`config.mk`:
```
export PLATFORM = sky130hd
export DESIGN_NAME = contig_span_calc
export DESIGN_NICKNAME = d
export VERILOG_FILES = /design/src/rtl/cspan_pkg.sv /design/src/rtl/cspan_gather.sv /design/src/rtl/cspan_sort4.sv /design/src/rtl/cspan_chain.sv /design/src/rtl/contig_span_calc.sv
export SDC_FILE = /design/constraint.sdc
export NUM_CORES = 1
export LEC_CHECK = 0
export BUFFER_PORTS_ARGS = -buffer_cell sky130_fd_sc_hd__clkbuf_2
export CAP_MARGIN = 5
export CORE_MARGIN = 10
export CORE_UTILIZATION = 48
export DETAILED_ROUTE_END_ITERATION = 12
export PLACE_DENSITY = 0.72
export SLEW_MARGIN = 40
export SYNTH_ARGS = -nofsm -noshare
export SYNTH_HDL_FRONTEND = slang
export SYNTH_HIERARCHICAL = 1
export SYNTH_SLANG_ARGS = --single-unit
```
`constraint.sdc`:
```
create_clock -name clk -period 31.8 [get_ports clk]
set_input_delay 3.18 -clock clk [delete_from_list [all_inputs] [get_ports clk]]
set_output_delay 3.18 -clock clk [all_outputs]
set_load 0.03 [all_outputs]
```
`src/rtl/cspan_pkg.sv`:
```
package cspan_pkg;

   localparam int unsigned WORD_W   = 32;
   localparam int unsigned BASE_LSB = 24;
   localparam int unsigned MASK_LSB = 16;
   localparam int unsigned FIELD_W  = 8;
   localparam int unsigned NET_LEN  = 5;
   localparam int unsigned CNT_LSB  = 16;
   localparam int unsigned CNT_W    = 4;

   typedef logic [WORD_W-1:0] word_t;

   // lower slot of compare-exchange stage k
   function automatic int unsigned net_lo(input int unsigned k);
      case (k)
         0: net_lo = 0;
         1: net_lo = 1;
         2: net_lo = 0;
         3: net_lo = 2;
         default: net_lo = 1;
      endcase
   endfunction

   // upper slot of compare-exchange stage k
   function automatic int unsigned net_hi(input int unsigned k);
      case (k)
         0: net_hi = 2;
         1: net_hi = 3;
         2: net_hi = 1;
         3: net_hi = 3;
         default: net_hi = 2;
      endcase
   endfunction

   function automatic word_t region_first(input word_t d);
      region_first = {d[WORD_W-1:BASE_LSB], {BASE_LSB{1'b0}}};
   endfunction

   function automatic word_t region_last(input word_t d);
      logic [FIELD_W-1:0] top;
      top = d[WORD_W-1:BASE_LSB] | ~d[MASK_LSB+FIELD_W-1:MASK_LSB];
      region_last = {top, {BASE_LSB{1'b1}}};
   endfunction

   function automatic word_t region_size(input word_t d);
      region_size = region_last(d) - region_first(d) + word_t'(1);
   endfunction

endpackage

```
`src/rtl/cspan_gather.sv`:
```
module cspan_gather
   import cspan_pkg::*;
#(
   parameter int unsigned DW      = 32,
   parameter int unsigned NUM_CTL = 2,
   parameter int unsigned NCHIP   = 2,
   localparam int unsigned NSLOT  = NUM_CTL * NCHIP
) (
   input  logic [NUM_CTL-1:0][DW-1:0]            phy_w,
   input  logic [NUM_CTL-1:0][DW-1:0]            mctl_w,
   input  logic [NUM_CTL-1:0][NCHIP-1:0][DW-1:0] desc_w,
   output logic [NSLOT-1:0][DW-1:0]              slot_o
);

   logic [NUM_CTL-1:0] ctl_on;
   logic [NUM_CTL-1:0] extra_on;

   for (genvar c = 0; c < NUM_CTL; c++) begin : g_ctl
      assign ctl_on[c]   = phy_w[c][0];
      assign extra_on[c] = |mctl_w[c][CNT_LSB+CNT_W-1:CNT_LSB];

      for (genvar p = 0; p < NCHIP; p++) begin : g_chip
         localparam int unsigned IDX = c * NCHIP + p;
         if (p == 0) begin : g_first
            assign slot_o[IDX] = ctl_on[c] ? desc_w[c][p] : {DW{1'b1}};
         end else begin : g_extra
            assign slot_o[IDX] = (ctl_on[c] && extra_on[c]) ? desc_w[c][p]
                                                             : {DW{1'b1}};
         end
      end
   end

   logic unused_bits;
   always_comb begin
      unused_bits = 1'b0;
      for (int c = 0; c < NUM_CTL; c++) begin
         unused_bits = unused_bits ^ (^phy_w[c][DW-1:1])
                                   ^ (^mctl_w[c][DW-1:CNT_LSB+CNT_W])
                                   ^ (^mctl_w[c][CNT_LSB-1:0]);
      end
   end

endmodule

```
`src/rtl/cspan_sort4.sv`:
```
module cspan_sort4
   import cspan_pkg::*;
#(
   parameter int unsigned DW    = 32,
   parameter int unsigned NSLOT = 4
) (
   input  logic [NSLOT-1:0][DW-1:0] in_w,
   output logic [NSLOT-1:0][DW-1:0] out_w
);

   logic [NET_LEN:0][NSLOT-1:0][DW-1:0] stg;

   assign stg[0] = in_w;

   for (genvar k = 0; k < NET_LEN; k++) begin : g_stage
      localparam int unsigned LO = net_lo(k);
      localparam int unsigned HI = net_hi(k);
      logic swap;
      assign swap = stg[k][HI] < stg[k][LO];

      for (genvar j = 0; j < NSLOT; j++) begin : g_lane
         if (j == LO) begin : g_lo
            assign stg[k+1][j] = swap ? stg[k][HI] : stg[k][LO];
         end else if (j == HI) begin : g_hi
            assign stg[k+1][j] = swap ? stg[k][LO] : stg[k][HI];
         end else begin : g_pass
            assign stg[k+1][j] = stg[k][j];
         end
      end
   end

   assign out_w = stg[NET_LEN];

endmodule

```
`src/rtl/cspan_chain.sv`:
```
module cspan_chain
   import cspan_pkg::*;
#(
   parameter int unsigned DW    = 32,
   parameter int unsigned NSLOT = 4
) (
   input  logic [NSLOT-1:0][DW-1:0] srt_w,
   output logic [DW-1:0]            total_o
);

   logic [NSLOT-1:0][DW-1:0] first_a;
   logic [NSLOT-1:0][DW-1:0] last_a;
   logic [NSLOT-1:0][DW-1:0] size_a;
   logic [NSLOT-1:0]         link;

   for (genvar i = 0; i < NSLOT; i++) begin : g_dec
      assign first_a[i] = region_first(srt_w[i]);
      assign last_a[i]  = region_last(srt_w[i]);
      assign size_a[i]  = region_size(srt_w[i]);
      if (i == 0) begin : g_head
         assign link[i] = 1'b1;
      end else begin : g_tail
         assign link[i] = first_a[i] == (last_a[i-1] + DW'(1));
      end
   end

   logic          live;
   logic [DW-1:0] acc;

   always_comb begin
      live = 1'b1;
      acc  = size_a[0];
      for (int i = 1; i < NSLOT; i++) begin
         live = live & link[i];
         if (live) begin
            acc = acc + size_a[i];
         end
      end
      if (&srt_w[0]) begin
         acc = '0;
      end
   end

   assign total_o = acc;

endmodule

```
`src/rtl/contig_span_calc.sv`:
```
module contig_span_calc
   import cspan_pkg::*;
#(
   parameter int unsigned DW       = 32,
   parameter int unsigned NUM_CTL  = 2,
   parameter int unsigned NCHIP    = 2,
   parameter bit          SORT_REG = 1'b0,
   localparam int unsigned NSLOT   = NUM_CTL * NCHIP
) (
   input  logic                                 clk,
   input  logic                                 rst_n,
   input  logic                                 calc_start,
   input  logic [NUM_CTL-1:0][DW-1:0]           phy_ctrl,
   input  logic [NUM_CTL-1:0][DW-1:0]           mem_ctrl,
   input  logic [NUM_CTL-1:0][NCHIP-1:0][DW-1:0] chip_desc,
   output logic                                 span_valid,
   output logic [DW-1:0]                        span_bytes
);

   if (DW != WORD_W) begin : g_bad_dw
      $error("contig_span_calc: DW must equal the descriptor width");
   end
   if (NUM_CTL != 2) begin : g_bad_ctl
      $error("contig_span_calc: the sort network needs NUM_CTL == 2");
   end
   if (NCHIP != 2) begin : g_bad_chip
      $error("contig_span_calc: NCHIP must be 2");
   end

   logic [NSLOT-1:0][DW-1:0] slot_w;
   logic [NSLOT-1:0][DW-1:0] srt_w;
   logic [NSLOT-1:0][DW-1:0] head_w;
   logic                     fin_go;
   logic [DW-1:0]            total_w;

   cspan_gather #(.DW(DW), .NUM_CTL(NUM_CTL), .NCHIP(NCHIP)) gather_i (
      .phy_w  (phy_ctrl),
      .mctl_w (mem_ctrl),
      .desc_w (chip_desc),
      .slot_o (slot_w)
   );

   cspan_sort4 #(.DW(DW), .NSLOT(NSLOT)) sort_i (
      .in_w  (slot_w),
      .out_w (srt_w)
   );

   if (SORT_REG) begin : g_sort_pipe
      logic [NSLOT-1:0][DW-1:0] srt_q;
      logic                     go_q;
      always_ff @(posedge clk) begin
         if (!rst_n) begin
            srt_q <= '1;
            go_q  <= 1'b0;
         end else begin
            go_q <= calc_start;
            if (calc_start) begin
               srt_q <= srt_w;
            end
         end
      end
      assign head_w = srt_q;
      assign fin_go = go_q;
   end else begin : g_sort_flat
      assign head_w = srt_w;
      assign fin_go = calc_start;
   end

   cspan_chain #(.DW(DW), .NSLOT(NSLOT)) chain_i (
      .srt_w   (head_w),
      .total_o (total_w)
   );

   always_ff @(posedge clk) begin
      if (!rst_n) begin
         span_valid <= 1'b0;
         span_bytes <= '0;
      end else begin
         span_valid <= fin_go;
         if (fin_go) begin
            span_bytes <= total_w;
         end
      end
   end

endmodule

```
==> metrics.cfg, run 1 <==
[floorplanning]
floorplan.initialDensity_pct=48.5
die_area_sq_um=33200
rows=59
die_w_microns=182
ios=292
die_y_microns=182
core_area_sq_um=26000

[placement]
port_buffers=173
dp.final_hpwl_microns=31200
gp_congestion=0.997

[status]
status=completed

[sta]
rsz0062_at_grt=no
final-hold-violation-count=0
fin_crit_ns=20.52
fin_skew_ns=0
fin_tns_setup_ns=0
drv_slew=0
maxSlewHeadroom_pct=46.7
finalCritPeriodShare_pct=64.5
fmax_mhz=48.7
setup-violations-final=0
worst_pin_slew_ns=0.800

[setup_path]
max_stage_delay_ns=0.76
r2r-start=span_bytes[30]$_SDFFE_PN0P_
worst-path-buf-inv=9
crit_top_cell=ha_1
criticalPathCategory=input pin to register
crit_start=phy_ctrl[32]
r2r_slack_ns=31.17
crit_family=compound AO/OA/AOI/OAI gates
reg2reg_to=span_bytes[30]$_SDFFE_PN0P_
end_kind=register
cp.required_ns=31.97
arrival_ns=20.69
cp_slowest_cell=a2111oi_1
crit_fanout=65
start_kind=input pin
r2r_cells=2

[power]
leakage_nw=7.16
ir_drop_mv=0.0954
power_density_nw_per_um2=114

[global_routing]
grt_max_degree=66
first_global_vias=11391
grt_pass1_wl_microns=57700
grt_overflow_total=0
grtUsageTotal_pct=20.7
antenna_found_initial=0

[worst_hold_path]
holdCritStartpoint=span_bytes[10]$_SDFFE_PN0P_
min_path_type=register to register
hold_depth=2
worstHoldEndpoint=span_bytes[10]$_SDFFE_PN0P_

[final_layout]
antenna_cells=0
areaGrowthSynthToFinish_pct=8.56
finalNetCount=2253
final_util_pct=52.7
drive_gt1_share_pct=19.0
fill_cells=2531

[synthesis]
syn_inst=1636
syn_area_per_cell_sq_um=7.71
syn_area_sq_um=12600
yosys_warnings=6

[clocking]
insertion_delay_ns=0.27
ctsResizeCount=0
clk_path_buf_depth=2
clkTransAtPathRegs_ns=0.05
htreeDepth=2
cts_tree=yes
cts.sinks=33
cts_buffers=5
post_cts_buffers=0
holdBufCountCts=0
cts-root-buf=clkbuf_16

[routing]
num_vias=11688
viasPerCell=5.56
drt-total-wl_microns=36100
drc_errors=0
ant_nets=0
avgRoutedWirePerCell_microns=17.2
first_pass_iters=6
drtIter0Drc=800

[run]
cap_violations=0

per-layer routing:
layer / GRT usage, % / vias up / wire, microns
met2: 32.6 / 398 / 15400
met3: 3.62 / 47 / 3000
met5: 0 / - / 0
li1: - / 5903 / -
met1: 28.4 / 5340 / 16900
met4: 5.56 / 0 / 855
area by class of cell:
class	instances	area (sq um)	share of cell area, %
flip-flops and latches	33	661	4.83
well taps	335	419	3.06
inverters	170	638	4.66
multi-input cells	1372	10900	79.4
repair buffers	185	965	7.05
clock buffers	7	143	1.04
worst max path at each step:
stage / endpoint / cells after the start
after floorplan: span_bytes[31]$_SDFFE_PN0P_ / 68
after detailed placement: span_bytes[31]$_SDFFE_PN0P_ / 68
final: span_bytes[31]$_SDFFE_PN0P_ / 67
after global placement: span_bytes[31]$_SDFFE_PN0P_ / 67
after global routing: span_bytes[31]$_SDFFE_PN0P_ / 67
after CTS: span_bytes[31]$_SDFFE_PN0P_ / 68
stage by stage:
stage	instance area [sq um]	instances	total power, W	hold slack (ns)	setup WS, ns
after CTS	13700	2102	0.00155	0.517	11.20
after global routing	13700	2102	0.00174	0.552	10.16
after detailed placement	13500	2095	0.00149	0.504	11.00
after global placement	13500	2093	0.00145	0.496	10.97
final	13700	2102	0.00156	0.512	11.28
after floorplan	12700	1662	0.00122	0.640	14.26
cells in the final DEF, fill, tap and decap left out, drive strengths merged, types with 6 or more instances in the layout:
| cell | instances |
|---|---|
| a211oi | 15 |
| a21o | 25 |
| a21oi | 148 |
| a221oi | 6 |
| a31oi | 9 |
| and2 | 8 |
| and3 | 6 |
| and4 | 6 |
| buf | 14 |
| clkbuf | 178 |
| conb | 28 |
| dfxtp | 33 |
| fa | 10 |
| ha | 217 |
| inv | 170 |
| mux2 | 72 |
| mux2i | 156 |
| nand2 | 52 |
| nand2b | 97 |
| nand3 | 22 |
| nand4 | 34 |
| nor2 | 135 |
| nor2b | 51 |
| nor3 | 14 |
| o211ai | 9 |
| o21a | 10 |
| o21ai | 35 |
| or2 | 83 |
| xnor2 | 43 |
| xor2 | 21 |
tightest hold or removal path, stage by stage, from the launching register on:
cell     delay (ns)
dfxtp_1        0.32
mux2i_1        0.06
nor2b_1        0.09
state kept, by name, summed over array words and instances, names as in the netlist:
name	cells
span_bytes	32
span_valid	1
power breakdown:
part           switching, W  internal, W
logic              0.000801     0.000660
clock network     0.0000158    0.0000306
registers        0.00000272    0.0000470
No activity file was read; power rests on OpenSTA's default activity.
==> inputs of run 2 (changes only) <==
--- a/config.mk
+++ b/config.mk
@@ -10,7 +10,7 @@
 export CORE_MARGIN = 10
 export CORE_UTILIZATION = 48
 export DETAILED_ROUTE_END_ITERATION = 12
-export PLACE_DENSITY = 0.72
+export PLACE_DENSITY = 0.75
 export SLEW_MARGIN = 40
 export SYNTH_ARGS = -nofsm -noshare
 export SYNTH_HDL_FRONTEND = slang
==> constraint.sdc (replaced) <==
create_clock -name clk -period 17.8 [get_ports clk]
set_input_delay 1.78 -clock clk [delete_from_list [all_inputs] [get_ports clk]]
set_output_delay 1.78 -clock clk [all_outputs]
set_load 0.03 [all_outputs]
==> metrics.cfg, run 2 (synthesis gave the netlist of run 1 again) <==
[sta]
final-hold-violation-count=0  ; unchanged
maxSlewHeadroom_pct=50.9  ; was 46.7%
fin_tns_setup_ns=0  ; unchanged
worst_slack_ns=0.780  ; was 11.28 ns
worst_pin_slew_ns=0.729  ; was 0.800 ns
setup-violations-final=0  ; unchanged
fin_skew_ns=0  ; unchanged
fin_crit_ns=17.02
finalCritPeriodShare_pct=95.6
drv_slew=0  ; unchanged
fmax_mhz=58.8

[setup_path]
arrival_ns=17.18  ; was 20.69 ns
max_stage_delay_ns=0.53  ; was 0.76 ns
cp.required_ns=17.96  ; was 31.97 ns
crit_fanout=35  ; was 65
cp_slowest_cell=a221oi_1  ; was a2111oi_1
criticalPathCategory=input pin to register  ; unchanged
end_kind=register  ; unchanged
r2r_slack_ns=17.11  ; was 31.17 ns
start_kind=input pin  ; unchanged
r2r_cells=2  ; unchanged
r2r-start=span_bytes[13]$_SDFFE_PN0P_  ; was span_bytes[30]$_SDFFE_PN0P_
reg2reg_to=span_bytes[13]$_SDFFE_PN0P_  ; was span_bytes[30]$_SDFFE_PN0P_
crit_top_cell=ha_1  ; unchanged

[power]
leakage_nw=7.83  ; was 7.16 nW
power_density_nw_per_um2=217  ; was 114 nW/um^2
ir_drop_mv=0.167  ; was 0.0954 mV

[status]
status=completed  ; unchanged

[run]
cap_violations=0  ; unchanged

[final_layout]
layout_common_cells=217 x ha_1, 172 x clkbuf_2, 170 x inv_1  ; was 217 x ha_1, 170 x inv_1, 170 x clkbuf_2
top_register=span_bytes  ; unchanged
drive_gt1_share_pct=25.1  ; was 19.0%
antenna_cells=0  ; unchanged
biggestRegsByFlops=span_bytes x32, span_valid x1  ; unchanged
fill_cells=2386  ; was 2,531
fin_cells=2233  ; was 2,102
multi_input_area_sq_um=10900  ; about the same
seqCellArea_sq_um=661  ; unchanged
largest_reg_flops=32  ; unchanged
layout_commonest_cell=ha_1  ; unchanged
finalNetCount=2383  ; was 2,253
areaGrowthSynthToFinish_pct=17.7  ; was 8.56%

[placement]
gp_congestion=0.993  ; was 0.997
dp.final_hpwl_microns=33600  ; was 31,200 microns
placed_cells=2218  ; was 2,095
dpl_worst_slack_ns=0.147  ; was 11.00 ns
port_buffers=173  ; unchanged

[clocking]
clk_path_buf_depth=2  ; unchanged
cts_tree=yes  ; unchanged
cts_buffers=5  ; unchanged
insertion_delay_ns=0.27  ; about the same
htreeDepth=2  ; unchanged
clkTransAtPathRegs_ns=0.05  ; about the same
cts.sinks=33  ; unchanged
holdBufCountCts=0  ; unchanged
cts-root-buf=clkbuf_16  ; unchanged

[routing]
drc_errors=0  ; unchanged
drtIter0Drc=1001  ; was 800
ant_nets=0  ; unchanged
first_pass_iters=6  ; unchanged
avgRoutedWirePerCell_microns=17.4  ; was 17.2 microns
routed.top_layer=met4  ; unchanged
drt-total-wl_microns=38900  ; was 36,100 microns
wl_met3_microns=2750  ; was 3000 microns
met1_length_microns=17600  ; was 16,900 microns
viasPerCell=5.52  ; was 5.56
wl_met2_microns=17700  ; was 15,400 microns
num_vias=12323  ; was 11,688

[global_routing]
grt_max_degree=61  ; was 66
first_global_vias=12163  ; was 11,391
grtUsageTotal_pct=22.1  ; was 20.7%
grt_pass1_wl_microns=61200  ; was 57,700 microns
grt_overflow_total=0  ; unchanged
antenna_found_initial=1  ; was 0

[worst_hold_path]
worstHoldEndpoint=span_bytes[8]$_SDFFE_PN0P_  ; was span_bytes[10]$_SDFFE_PN0P_
hold_depth=2  ; unchanged
min_path_type=register to register  ; unchanged
holdCritStartpoint=span_bytes[8]$_SDFFE_PN0P_  ; was span_bytes[10]$_SDFFE_PN0P_

[floorplanning]
floorplan.initialDensity_pct=48.5  ; unchanged
ios=292  ; unchanged
rows=59  ; unchanged
die_w_microns=182  ; unchanged
die_y_microns=182  ; unchanged
core_area_sq_um=26000  ; unchanged
die_area_sq_um=33200  ; unchanged

run 2: cell count changes in the layout (fill, tap and decap cells not counted), sizes merged:
cell and delta:
clkbuf +2, bufinv +1, buf +128
run 2: worst max-delay path by stage:
stage | from | endpoint | slack, ns | cells after the start
floorplan | mem_ctrl[17] | span_bytes[31]$_SDFFE_PN0P_ | 1.66 | 68
global placement | mem_ctrl[17] | span_bytes[31]$_SDFFE_PN0P_ | 0.32 | 69
global route | mem_ctrl[17] | span_bytes[31]$_SDFFE_PN0P_ | -0.08 | 72
finish | phy_ctrl[0] | span_bytes[31]$_SDFFE_PN0P_ | 0.78 | 68
CTS | mem_ctrl[17] | span_bytes[31]$_SDFFE_PN0P_ | 0.37 | 69
detailed placement | mem_ctrl[17] | span_bytes[31]$_SDFFE_PN0P_ | 0.15 | 69
run 2: report_power, final:
group          internal (W)  leakage, nW  switching, W
registers         0.0000838        0.273    0.00000472
clock network     0.0000698       0.0841     0.0000294
logic               0.00148         7.48       0.00156
run 2: area by class of cell:
type                    instances  share of cell area [%]
inverters                     170                    4.30
repair buffers                315                    13.6
clock buffers                   7                   0.961
multi-input cells            1372                    73.7
clock inverters                 1                   0.202
flip-flops and latches         33                    4.45
well taps                     335                    2.83
run 2: repair_timing:
action | in CTS | in global routing
resized for setup | 0 | 16
endpoints found under the hold margin | 0 | 0
endpoints found under the setup margin | 0 | 1
setup buffers | 0 | 6
run 2: metrics by stage:
step | hold WS, ns | total power [W] | area (sq um) | util [%]
CTS | 0.523 | 0.00317 | 14700 | 56.6
detailed placement | 0.507 | 0.00305 | 14500 | 55.9
floorplan | 0.640 | 0.00218 | 12700 | -
global route | 0.544 | 0.00355 | 14800 | 57.1
global placement | 0.496 | 0.00295 | 14500 | 55.9
finish | 0.516 | 0.00322 | 14800 | 57.1
run 2: routing by layer:
metal	vias to the layer above	GRT usage [%]
li1	6172	-
met1	5720	29.3
met2	381	37.1
met3	50	2.89
met4	0	4.88
met5	-	0
run 2: critical path: cells and delay by family:
family | cells | cell delay (ns)
mux | 5 | 1.18
xor+xnor | 4 | 0.75
fa+ha+maj | 13 | 3.94
compound gates | 23 | 5.88
buf+inv | 11 | 1.88
simple gates | 12 | 1.75
